$ cat config.mk
export PLATFORM = sky130hd
export DESIGN_NAME = irq_router
export DESIGN_NICKNAME = d
export VERILOG_FILES = /design/src/rtl/irq_router_pkg.sv /design/src/rtl/irq_line_latch.sv /design/src/rtl/irq_regfile.sv /design/src/rtl/irq_dest_sel.sv /design/src/rtl/irq_dispatch.sv /design/src/rtl/irq_router.sv
export SDC_FILE = /design/constraint.sdc
export NUM_CORES = 1
export LEC_CHECK = 0
export BUFFER_PORTS_ARGS = -buffer_cell sky130_fd_sc_hd__buf_4
export CAP_MARGIN = 40
export CORE_UTILIZATION = 25
export DETAILED_ROUTE_END_ITERATION = 10
export PLACE_DENSITY_LB_ADDON = 0.2
export SYNTH_ARGS = -nofsm -noshare
export SYNTH_HDL_FRONTEND = slang
export SYNTH_SLANG_ARGS = --single-unit
$ cat constraint.sdc
create_clock -name clk_i -period 3.5 [get_ports clk_i]
set_clock_uncertainty 0.2 [all_clocks]
set_input_delay 0.175 -clock clk_i [delete_from_list [all_inputs] [get_ports clk_i]]
set_output_delay 0.175 -clock clk_i [all_outputs]
set_load 0.05 [all_outputs]
$ cat src/rtl/irq_router_pkg.sv
package irq_router_pkg;
  localparam int NUM_DEST = 4;
  localparam int DEST_W   = 2;
  localparam int PRIO_W   = 2;
  localparam int VEC_W    = 8;
  localparam int DATA_W   = 32;

  typedef enum logic [1:0] {
    DM_FIXED = 2'd0,
    DM_RR    = 2'd1,
    DM_PRIO  = 2'd2,
    DM_ALT   = 2'd3
  } dest_mode_e;

  typedef enum logic [1:0] {
    ST_IDLE = 2'd0,
    ST_SEND = 2'd1,
    ST_WAIT = 2'd2
  } dlv_state_e;

  // packed MSB first: dest_id[14:13] mode[12:11] mask[10] act_low[9] level[8] vector[7:0]
  typedef struct packed {
    logic [DEST_W-1:0] dest_id;
    dest_mode_e        mode;
    logic              mask;
    logic              act_low;
    logic              level;
    logic [VEC_W-1:0]  vector;
  } redir_t;

  localparam int ENTRY_W = $bits(redir_t);

  localparam redir_t REDIR_RST = '{
    dest_id: '0, mode: DM_FIXED, mask: 1'b1, act_low: 1'b0, level: 1'b0, vector: '0
  };
endpackage

$ cat src/rtl/irq_line_latch.sv
module irq_line_latch (
  input  logic clk_i,
  input  logic rst_ni,
  input  logic irq_i,
  input  logic level_i,
  input  logic act_low_i,
  input  logic eoi_i,
  output logic latched_o
);
  logic act, act_q, set;

  assign act = irq_i ^ act_low_i;
  assign set = level_i ? act : (act & ~act_q);

  always_ff @(posedge clk_i or negedge rst_ni) begin
    if (!rst_ni) begin
      act_q     <= 1'b0;
      latched_o <= 1'b0;
    end else begin
      act_q     <= act;
      // a fresh request in the eoi cycle wins
      latched_o <= set | (latched_o & ~eoi_i);
    end
  end
endmodule

$ cat src/rtl/irq_regfile.sv
module irq_regfile
  import irq_router_pkg::*;
#(
  parameter int NUM_LINES = 8,
  parameter int IDX_W     = $clog2(NUM_LINES + 1),
  parameter int LINE_W    = $clog2(NUM_LINES)
) (
  input  logic                       clk_i,
  input  logic                       rst_ni,
  input  logic                       we_i,
  input  logic                       sel_i,
  input  logic [DATA_W-1:0]          wdata_i,
  output logic [DATA_W-1:0]          rdata_o,
  output redir_t [NUM_LINES-1:0]     entry_o,
  output logic [NUM_DEST*PRIO_W-1:0] prio_o
);
  localparam logic [IDX_W-1:0] PRIO_IDX = IDX_W'(NUM_LINES);

  logic [IDX_W-1:0] idx_q;

  always_ff @(posedge clk_i or negedge rst_ni) begin
    if (!rst_ni) begin
      idx_q  <= '0;
      prio_o <= '0;
      for (int i = 0; i < NUM_LINES; i++) entry_o[i] <= REDIR_RST;
    end else if (we_i) begin
      if (!sel_i) idx_q <= wdata_i[IDX_W-1:0];
      else if (idx_q == PRIO_IDX) prio_o <= wdata_i[NUM_DEST*PRIO_W-1:0];
      else if (idx_q < PRIO_IDX) entry_o[idx_q[LINE_W-1:0]] <= redir_t'(wdata_i[ENTRY_W-1:0]);
    end
  end

  always_comb begin
    rdata_o = '0;
    if (!sel_i) rdata_o[IDX_W-1:0] = idx_q;
    else if (idx_q == PRIO_IDX) rdata_o[NUM_DEST*PRIO_W-1:0] = prio_o;
    else if (idx_q < PRIO_IDX) rdata_o[ENTRY_W-1:0] = entry_o[idx_q[LINE_W-1:0]];
  end
endmodule

$ cat src/rtl/irq_dest_sel.sv
module irq_dest_sel
  import irq_router_pkg::*;
(
  input  logic                       clk_i,
  input  logic                       rst_ni,
  input  dest_mode_e                 mode_i,
  input  logic [DEST_W-1:0]          fixed_i,
  input  logic [NUM_DEST*PRIO_W-1:0] prio_i,
  input  logic                       adv_i,
  output logic [DEST_W-1:0]          dest_o
);
  logic [DEST_W-1:0] rr_q, best_id;
  logic [PRIO_W-1:0] best_lvl;

  always_ff @(posedge clk_i or negedge rst_ni) begin
    if (!rst_ni) rr_q <= '0;
    else if (adv_i) rr_q <= (rr_q == DEST_W'(NUM_DEST - 1)) ? '0 : rr_q + 1'b1;
  end

  // descending scan with <= leaves the lowest index among equal levels
  always_comb begin
    best_lvl = '1;
    best_id  = '0;
    for (int d = NUM_DEST - 1; d >= 0; d--) begin
      if (prio_i[d*PRIO_W +: PRIO_W] <= best_lvl) begin
        best_lvl = prio_i[d*PRIO_W +: PRIO_W];
        best_id  = DEST_W'(d);
      end
    end
  end

  always_comb begin
    case (mode_i)
      DM_RR:   dest_o = rr_q;
      DM_PRIO: dest_o = best_id;
      default: dest_o = fixed_i;
    endcase
  end
endmodule

$ cat src/rtl/irq_dispatch.sv
module irq_dispatch
  import irq_router_pkg::*;
#(
  parameter int NUM_LINES    = 8,
  parameter int RETRY_CYCLES = 64,
  parameter int LINE_W       = $clog2(NUM_LINES)
) (
  input  logic                 clk_i,
  input  logic                 rst_ni,
  input  logic [NUM_LINES-1:0] cand_i,
  input  logic [NUM_LINES-1:0] eoi_vec_i,
  output logic [LINE_W-1:0]    pick_o,
  input  logic [VEC_W-1:0]     vec_i,
  input  logic [DEST_W-1:0]    dest_i,
  input  logic                 rr_i,
  output logic                 msg_valid_o,
  input  logic                 msg_ready_i,
  output logic [LINE_W-1:0]    msg_line_o,
  output logic [VEC_W-1:0]     msg_vector_o,
  output logic [DEST_W-1:0]    msg_dest_o,
  input  logic                 ack_i,
  output logic                 rr_adv_o
);
  localparam int CNT_W = $clog2(RETRY_CYCLES) + 1;
  localparam logic [CNT_W-1:0] CNT_LAST = CNT_W'(RETRY_CYCLES - 1);

  dlv_state_e           state_q;
  logic [CNT_W-1:0]     cnt_q;
  logic [NUM_LINES-1:0] svc_q, pend, ack_set;
  logic                 rr_q;

  assign pend = cand_i & ~svc_q;

  always_comb begin
    pick_o = '0;
    for (int i = NUM_LINES - 1; i >= 0; i--) if (pend[i]) pick_o = LINE_W'(i);
  end

  assign ack_set     = (state_q == ST_WAIT && ack_i) ? (NUM_LINES'(1) << msg_line_o) : '0;
  assign msg_valid_o = (state_q == ST_SEND);
  assign rr_adv_o    = msg_valid_o & msg_ready_i & rr_q;

  always_ff @(posedge clk_i or negedge rst_ni) begin
    if (!rst_ni) begin
      state_q      <= ST_IDLE;
      cnt_q        <= '0;
      svc_q        <= '0;
      rr_q         <= 1'b0;
      msg_line_o   <= '0;
      msg_vector_o <= '0;
      msg_dest_o   <= '0;
    end else begin
      svc_q <= (svc_q & ~eoi_vec_i) | ack_set;
      case (state_q)
        ST_IDLE: if (|pend) begin
          msg_line_o   <= pick_o;
          msg_vector_o <= vec_i;
          msg_dest_o   <= dest_i;
          rr_q         <= rr_i;
          state_q      <= ST_SEND;
        end
        ST_SEND: if (msg_ready_i) begin
          cnt_q   <= '0;
          state_q <= ST_WAIT;
        end
        ST_WAIT: begin
          if (ack_i) state_q <= ST_IDLE;
          else if (cnt_q == CNT_LAST) state_q <= ST_SEND;
          else cnt_q <= cnt_q + 1'b1;
        end
        default: state_q <= ST_IDLE;
      endcase
    end
  end
endmodule

$ cat src/rtl/irq_router.sv
module irq_router
  import irq_router_pkg::*;
#(
  parameter int NUM_LINES    = 8,
  parameter int RETRY_CYCLES = 64,
  parameter int LINE_W       = $clog2(NUM_LINES)
) (
  input  logic                 clk_i,
  input  logic                 rst_ni,
  input  logic [NUM_LINES-1:0] irq_i,
  input  logic                 reg_we_i,
  input  logic                 reg_sel_i,
  input  logic [31:0]          reg_wdata_i,
  output logic [31:0]          reg_rdata_o,
  output logic                 msg_valid_o,
  input  logic                 msg_ready_i,
  output logic [LINE_W-1:0]    msg_line_o,
  output logic [7:0]           msg_vector_o,
  output logic [1:0]           msg_dest_o,
  input  logic                 ack_i,
  input  logic                 eoi_i,
  input  logic [LINE_W-1:0]    eoi_line_i
);
  redir_t [NUM_LINES-1:0]     entry;
  logic [NUM_DEST*PRIO_W-1:0] prio;
  logic [NUM_LINES-1:0]       latched, masked, eoi_vec;
  logic [LINE_W-1:0]          pick;
  logic [DEST_W-1:0]          dest;
  logic                       rr_adv;
  redir_t                     sel_entry;

  irq_regfile #(.NUM_LINES(NUM_LINES)) u_regs (
    .clk_i   (clk_i),
    .rst_ni  (rst_ni),
    .we_i    (reg_we_i),
    .sel_i   (reg_sel_i),
    .wdata_i (reg_wdata_i),
    .rdata_o (reg_rdata_o),
    .entry_o (entry),
    .prio_o  (prio)
  );

  for (genvar g = 0; g < NUM_LINES; g++) begin : g_line
    assign masked[g]  = entry[g].mask;
    assign eoi_vec[g] = eoi_i && (eoi_line_i == LINE_W'(g));
    irq_line_latch u_latch (
      .clk_i     (clk_i),
      .rst_ni    (rst_ni),
      .irq_i     (irq_i[g]),
      .level_i   (entry[g].level),
      .act_low_i (entry[g].act_low),
      .eoi_i     (eoi_vec[g]),
      .latched_o (latched[g])
    );
  end

  assign sel_entry = entry[pick];

  irq_dest_sel u_dest (
    .clk_i   (clk_i),
    .rst_ni  (rst_ni),
    .mode_i  (sel_entry.mode),
    .fixed_i (sel_entry.dest_id),
    .prio_i  (prio),
    .adv_i   (rr_adv),
    .dest_o  (dest)
  );

  irq_dispatch #(.NUM_LINES(NUM_LINES), .RETRY_CYCLES(RETRY_CYCLES)) u_disp (
    .clk_i        (clk_i),
    .rst_ni       (rst_ni),
    .cand_i       (latched & ~masked),
    .eoi_vec_i    (eoi_vec),
    .pick_o       (pick),
    .vec_i        (sel_entry.vector),
    .dest_i       (dest),
    .rr_i         (sel_entry.mode == DM_RR),
    .msg_valid_o  (msg_valid_o),
    .msg_ready_i  (msg_ready_i),
    .msg_line_o   (msg_line_o),
    .msg_vector_o (msg_vector_o),
    .msg_dest_o   (msg_dest_o),
    .ack_i        (ack_i),
    .rr_adv_o     (rr_adv)
  );
endmodule

Word level (Yosys, flattened, before mapping)
Index checks and enable logic that the tools add are counted.
- logic and storage cells: 230
- flip-flop bits (word level): 181
- RAM bits: 0
- latch bits: 0
- memories: 0
- input bits: 50
- output and inout bits: 46
- bits in read-only memories: 0
- muxes and demuxes: 47
- $lt $le $gt $ge: 8
- divide/modulo/power cells: 0
- equal/unequal tests: 19
- add/sub/neg operators: 2
- reduce and logical (&&, ||, !) cells: 20
- bitwise gates (word level): 59
- shifts and indexed selects: 1
- $mul: 0
- operators with widths (cell ; count):
    bitwise mux 120 bit ; 1
    binary-select mux 15 bit (select 3 bit) ; 2
    2-to-1 mux 15 bit ; 4
    demux 15 bit (select 3 bit) ; 1
    2-to-1 mux 7 bit ; 4
    AND 8 bit ; 3
    2-to-1 mux 2 bit ; 12
    2-to-1 mux 3 bit ; 8
    inverter 8 bit ; 3
    AND 1 bit ; 18
    inverter 1 bit ; 18
    2-to-1 mux 8 bit ; 2
    one-hot mux 7 bit (2 select lines) ; 1
    equality test 3 bit (second input constant) ; 4
    2-to-1 mux 11 bit ; 1
    logical AND 1 bit ; 10
    less-than comparator 3 x 4 -> 1 bit (second input constant) ; 2
    2-to-1 mux 1 bit ; 8
    OR 1 bit ; 8
    OR 8 bit ; 1
    AND reduction 4 bit ; 2
    OR reduction 8 bit ; 1
    left shift 1 x 3 -> 8 bit (first input constant) ; 1
    bitwise XOR 1 bit ; 8
    23 further kinds ; 33

Logic depth before layout (Yosys ltp)
- depth after elaboration: 15
- depth in mapped cells: 18
- depth with buffers taken out: 18

Modules after synthesis
A second synthesis with hierarchy kept.
- cell total of the unflattened synthesis: 747
- area total of the unflattened synthesis: 9779.4 sq um
- by module, submodules not included (module ; area an instance (sq um) ; instances ; sequential area each (sq um) ; cells an instance):
    irq_regfile ; 6362.4 ; 1 ; 3313.2 ; 458
    irq_dispatch ; 1492.7 ; 1 ; 775.7 ; 128
    irq_router ; 903.4 ; 1 ; 0.0 ; 64
    irq_line_latch ; 77.6 ; 8 ; 50.0 ; 6
    irq_dest_sel ; 400.4 ; 1 ; 50.0 ; 49

Least setup slack after synthesis
OpenSTA, ideal clock, no wires.
- path kind: flip-flop to flip-flop
- from: register u_regs.prio_o[5]
- to: register u_disp.msg_dest_o[1]
- stages on the path, launching flop included: 17
- setup slack: 0.131 ns
- setup time: 0.095 ns
- arrival time: 3.074 ns
- path buffers: 0
- period minus slack after synthesis: 3.369 ns
- data required time: 3.205 ns
- cells stage by stage: dfrtp_1 ha_1 nor2b_1 o21ai_0 nor2_1 a21oi_1 ha_1 nor2b_1 o21ai_0 mux2_2 ha_1 nand2_1 o211ai_1 o2bb2a_1 o21ai_0 o21ai_0 o31ai_1
- longest elaborated chain between the ends: 7
- elaborated cells on any way between the ends: 9
- those cells by class: order compare: 3; mux: 6
- RTL lines (item ; RTL line ; text):
    start: declaration ; irq_regfile.sv:15 ; output logic [NUM_DEST*PRIO_W-1:0] prio_o
    start signal: assignment ; irq_regfile.sv:28 ; else if (idx_q == PRIO_IDX) prio_o <= wdata_i[NUM_DEST*PRIO_W-1:0];
    less-or-equal comparator 2 bit ; irq_dest_sel.sv:25 ; if (prio_i[d*PRIO_W +: PRIO_W] <= best_lvl) begin
    2-to-1 mux 2 bit ; irq_dest_sel.sv:25 ;
    less-or-equal comparator 2 bit ; irq_dest_sel.sv:25 ;
    2-to-1 mux 2 bit ; irq_dest_sel.sv:25 ;
    less-or-equal comparator 2 bit ; irq_dest_sel.sv:25 ;
    2-to-1 mux 2 bit * ; irq_dest_sel.sv:25 ;
    one-hot mux 2 bit (2 select lines) * ; irq_dest_sel.sv:33 ; case (mode_i)
    end signal: assignment ; irq_dispatch.sv:58 ; msg_dest_o <= dest_i;
    end: declaration ; irq_dispatch.sv:20 ; output logic [DEST_W-1:0] msg_dest_o,
Mark *: on every way between the ends. The rest lies on a longest branch, timed or not.
A chain may end at the register's enable or synchronous reset.

Worst setup path after layout
Same ends and word-level chain as after synthesis.

==> impl_results.md <==
* Status: completed
* Cell Rows at between 70 and 80
* Minimum clock period at about 3.3 ns
* Clock share of power at 0.197
* Kind of end point of the critical path: register
* Post-synthesis sequential area ratio at 0.473
* Global-route wire length before repair at 47.1 mm
* CTS tree: done
* Number of failing hold endpoints at the final stage at 0
* Transition time at the pin with the least slew margin at ~0.8 ns
* Total number of vias at 6,918
* Number of library cell types mapped by synthesis at a little over 70
* Final WS setup at 0.186 ns
* Leakage Power at a little over 0.005 uW
* Number of global-route vias before repair at between 7,000 and 8,000
* Net switching power of the design at about 4200 uW
* Area inside the core boundary at around 38,000 um^2
* Crit path kind: register to register
* Path category of the worst min-delay check: primary input to asynchronous set/reset pin
* Floorplan die area at 39,200 um^2
* 1st-pass router iterations at 4
* Number of flops mapped to enable cells by yosys at 0
* Post-route antenna net violation count at 0
* Total CTS buffers at 17
* Total power density per cell area at roughly 880 nW/um^2
* Arrival time reported for the critical path endpoint at 3.46 ns
* Horizontal die dimension at roughly 200 um
* Final WL at 30.3 mm
* Number of max-cap violations at 0
* Final setup violation count at 0
* Initial antenna violation count at 0
* Required arrival time at the worst endpoint at 3.65 ns
* Number of DRC markers in iteration 0 at 458
* Final weighted congestion in routability-driven placement at approximately 0.75
* Boundary Pins at between 90 and 100
* Longest Clk Path Bufs at 2
* Post-synth top flop: sky130_fd_sc_hd__dfrtp_1
* IR Drop Worst-Case VDD at 0.423 mV
* Portion of the clock cycle consumed by the worst path in the final layout at 0.947
* Proportion of layout cells with a drive suffix above 1 at 0.341
* Post-layout net count at 995
* GRT Resource Usage Total at 0.164
* Clock latency reported for the late side of the worst-skew pair at between 0.4 and 0.5 ns
* Reg power frac at 0.340
* Internal power of the cells at 6260 uW
* Effective utilization at floorplan at 0.254
* Die Ht at 198 um
* Ys async rst share at 1.00
* Clock-pin transition on the worst setup and hold timing paths at roughly 0.070 ns
* Core occupancy in the finished layout at 0.313
* Worst slew slack as a fraction of its limit at 0.465
* Number of design rule violations left after detail routing at 0
* Clock root buffer: sky130_fd_sc_hd__clkbuf_16
* Routed len/inst at ~21 um
* Fmax at between 0.3 and 0.4 GHz
* Register bit count reported by yosys at ~180
* Clock H-tree levels at 4
* Combinational share of power at 0.462
* Synth Warn # at 0
* Post-synthesis cell area at about 9600 um^2
* Signed area change from the synthesized netlist to the final layout at 23.3%
* Grt total ovfl at 0
* Final number of max-transition violations at 0
* CTS sink cnt at 181
* Synthesized instance count at a little over 800
* Mapped Avg Cell Area at 11.8 um^2
* Post-DR vias/cell at 4.74
* Hold WS at around 0.045 ns
* Max Fanout on Critical Path at 3
* Startpoint types: register
* Post-Place Worst Slack at -0.0175 ns
* IO buf count at just over 60
* DP Wirelength at 21.0 mm
* Maximum number of pins on one net before global-route repair at 79
* Net switching share of the total power at 0.401
power by group through the flow:
stage | clock [uW] | sequential, uW | combinational, uW
4_1_cts | 2120 | 3550 | 4770
2_1_floorplan | 0 | 3540 | 3150
3_3_place_gp | 0 | 3580 | 4690
6_report | 2060 | 3550 | 4830
5_1_grt | 2200 | 3690 | 5220
3_5_place_dp | 0 | 3590 | 4700
sequential cells by signal, indices dropped and copies added, names as in the netlist, 4 cells and up:
name                      flops
u_regs.prio_o                 8
u_disp.cnt_q                  7
u_disp.msg_vector_o           8
u_regs.idx_q                  4
g_line.u_latch.act_q          8
u_disp.svc_q                  8
u_regs.entry_o              120
g_line.u_latch.latched_o      8
per-stage QoR:
| step | setup TNS (ns) | area [um^2] | total power [uW] | cells |
|---|---|---|---|---|
| finish | 0 | 11800 | 10400 | 1459 |
| global placement | 0 | 10800 | 8270 | 1391 |
| floorplan | 0 | 9660 | 6700 | 830 |
| CTS | 0 | 11800 | 10400 | 1457 |
| detailed placement | -0.0175 | 10800 | 8290 | 1391 |
| global route | -0.000960 | 11800 | 11100 | 1458 |
layer usage:
metal	up-vias	track usage	part of all wire
li1	3207	-	-
met1	3560	0.223	0.48
met2	129	0.267	0.48
met3	22	0.0259	0.024
met4	0	0.0434	0.015
met5	-	0	0
timing repair:
action | in CTS | in global routing
resized for setup | 1 | 9
pin swaps | 0 | 1
setup endpoints to repair | 1 | 2
setup buffers | 0 | 1
endpoints found under the hold margin | 295 | 0
hold buffers | 34 | 0
cells in the mapped netlist (12+ instances only):
| cell type | n | area, um^2 |
|---|---|---|
| sky130_fd_sc_hd__nor2b_1 | 16 | 100 |
| sky130_fd_sc_hd__inv_1 | 15 | 56.3 |
| sky130_fd_sc_hd__a21oi_1 | 18 | 90.1 |
| sky130_fd_sc_hd__buf_4 | 21 | 158 |
| sky130_fd_sc_hd__a22o_1 | 12 | 105 |
| sky130_fd_sc_hd__o21ai_0 | 28 | 140 |
| sky130_fd_sc_hd__xor2_1 | 12 | 105 |
| sky130_fd_sc_hd__nor2_1 | 34 | 128 |
| sky130_fd_sc_hd__nand2_1 | 62 | 233 |
| sky130_fd_sc_hd__nand3_1 | 19 | 95.1 |
| sky130_fd_sc_hd__clkbuf_1 | 18 | 67.6 |
| sky130_fd_sc_hd__dfrtp_1 | 173 | 4330 |
| sky130_fd_sc_hd__mux2_2 | 131 | 1480 |
| sky130_fd_sc_hd__o211ai_1 | 13 | 97.6 |
| sky130_fd_sc_hd__mux2i_1 | 51 | 510 |
| sky130_fd_sc_hd__a22oi_1 | 16 | 120 |
worst max-delay path: stages, from the launching register on:
cell and delay, ns:
sky130_fd_sc_hd__dfrtp_1 0.39, sky130_fd_sc_hd__ha_1 0.30, sky130_fd_sc_hd__nor2b_2 0.16, sky130_fd_sc_hd__o21ai_2 0.12, sky130_fd_sc_hd__buf_4 0.14, sky130_fd_sc_hd__a21oi_4 0.05, sky130_fd_sc_hd__ha_1 0.27, sky130_fd_sc_hd__nand2_1 0.06
sky130_fd_sc_hd__o21ai_1 0.08, sky130_fd_sc_hd__buf_4 0.15, sky130_fd_sc_hd__nor2_1 0.09, sky130_fd_sc_hd__a21oi_1 0.05, sky130_fd_sc_hd__ha_1 0.29, sky130_fd_sc_hd__nor2b_2 0.13, sky130_fd_sc_hd__o211ai_1 0.09, sky130_fd_sc_hd__buf_4 0.16
sky130_fd_sc_hd__o2bb2a_2 0.25, sky130_fd_sc_hd__o21ai_2 0.10, sky130_fd_sc_hd__o21ai_0 0.08, sky130_fd_sc_hd__o31ai_1 0.06
worst paths after layout:
path	slack, ns	end	depth (start not counted)	start
max	0.19	u_disp.msg_dest_o[1]	19	u_regs.prio_o[5]
min	0.05	u_regs.entry_o[36]	2	rst_ni
max reg2reg	0.19	u_disp.msg_dest_o[1]	19	u_regs.prio_o[5]
min reg2reg	0.28	u_disp.rr_q	2	u_disp.rr_q
max in group asynchronous	2.24	u_regs.entry_o[115]	3	rst_ni
min in group clk_i	0.06	u_regs.idx_q[0]	4	reg_we_i
cell type report:
cell class / count / area [um^2]
inverter: 15 / 56.3
clock buffer: 19 / 443
clock inverter: 13 / 173
antenna: 1 / 2.50
tap: 511 / 639
fill: 3863 / 25900
sequential: 181 / 4540
timing repair buffer: 150 / 1280
multi-input combinational: 569 / 4700
cell usage in the layout, fill, tap and decap left out, types with 19 or more instances in the layout:
cell	synthesis	final
sky130_fd_sc_hd__o21ai_0	28	25
sky130_fd_sc_hd__mux2_2	131	131
sky130_fd_sc_hd__nand2_1	62	62
sky130_fd_sc_hd__buf_4	21	110
sky130_fd_sc_hd__mux2i_1	51	51
sky130_fd_sc_hd__nor2_1	34	33
sky130_fd_sc_hd__dlygate4sd3_1	0	34
sky130_fd_sc_hd__dfrtp_1	173	171
sky130_fd_sc_hd__nand3_1	19	19
cell families (layout without fill, tap and decap cells):
| kind of cell | Yosys count | count (layout) | synth area share |
|---|---|---|---|
| AO/OA/AOI/OAI | 150 | 150 | 0.114 |
| XOR/XNOR | 12 | 12 | 0.0110 |
| adder cells (fa/ha/maj) | 11 | 11 | 0.0143 |
| buffers and inverters | 80 | 197 | 0.0482 |
| flip-flops | 181 | 181 | 0.473 |
| multiplexers | 203 | 203 | 0.244 |
| other | 1 | 18 | 0.000391 |
| AND/OR/NAND/NOR | 176 | 176 | 0.0957 |
Note: power is estimated with default switching activity, not from simulation.
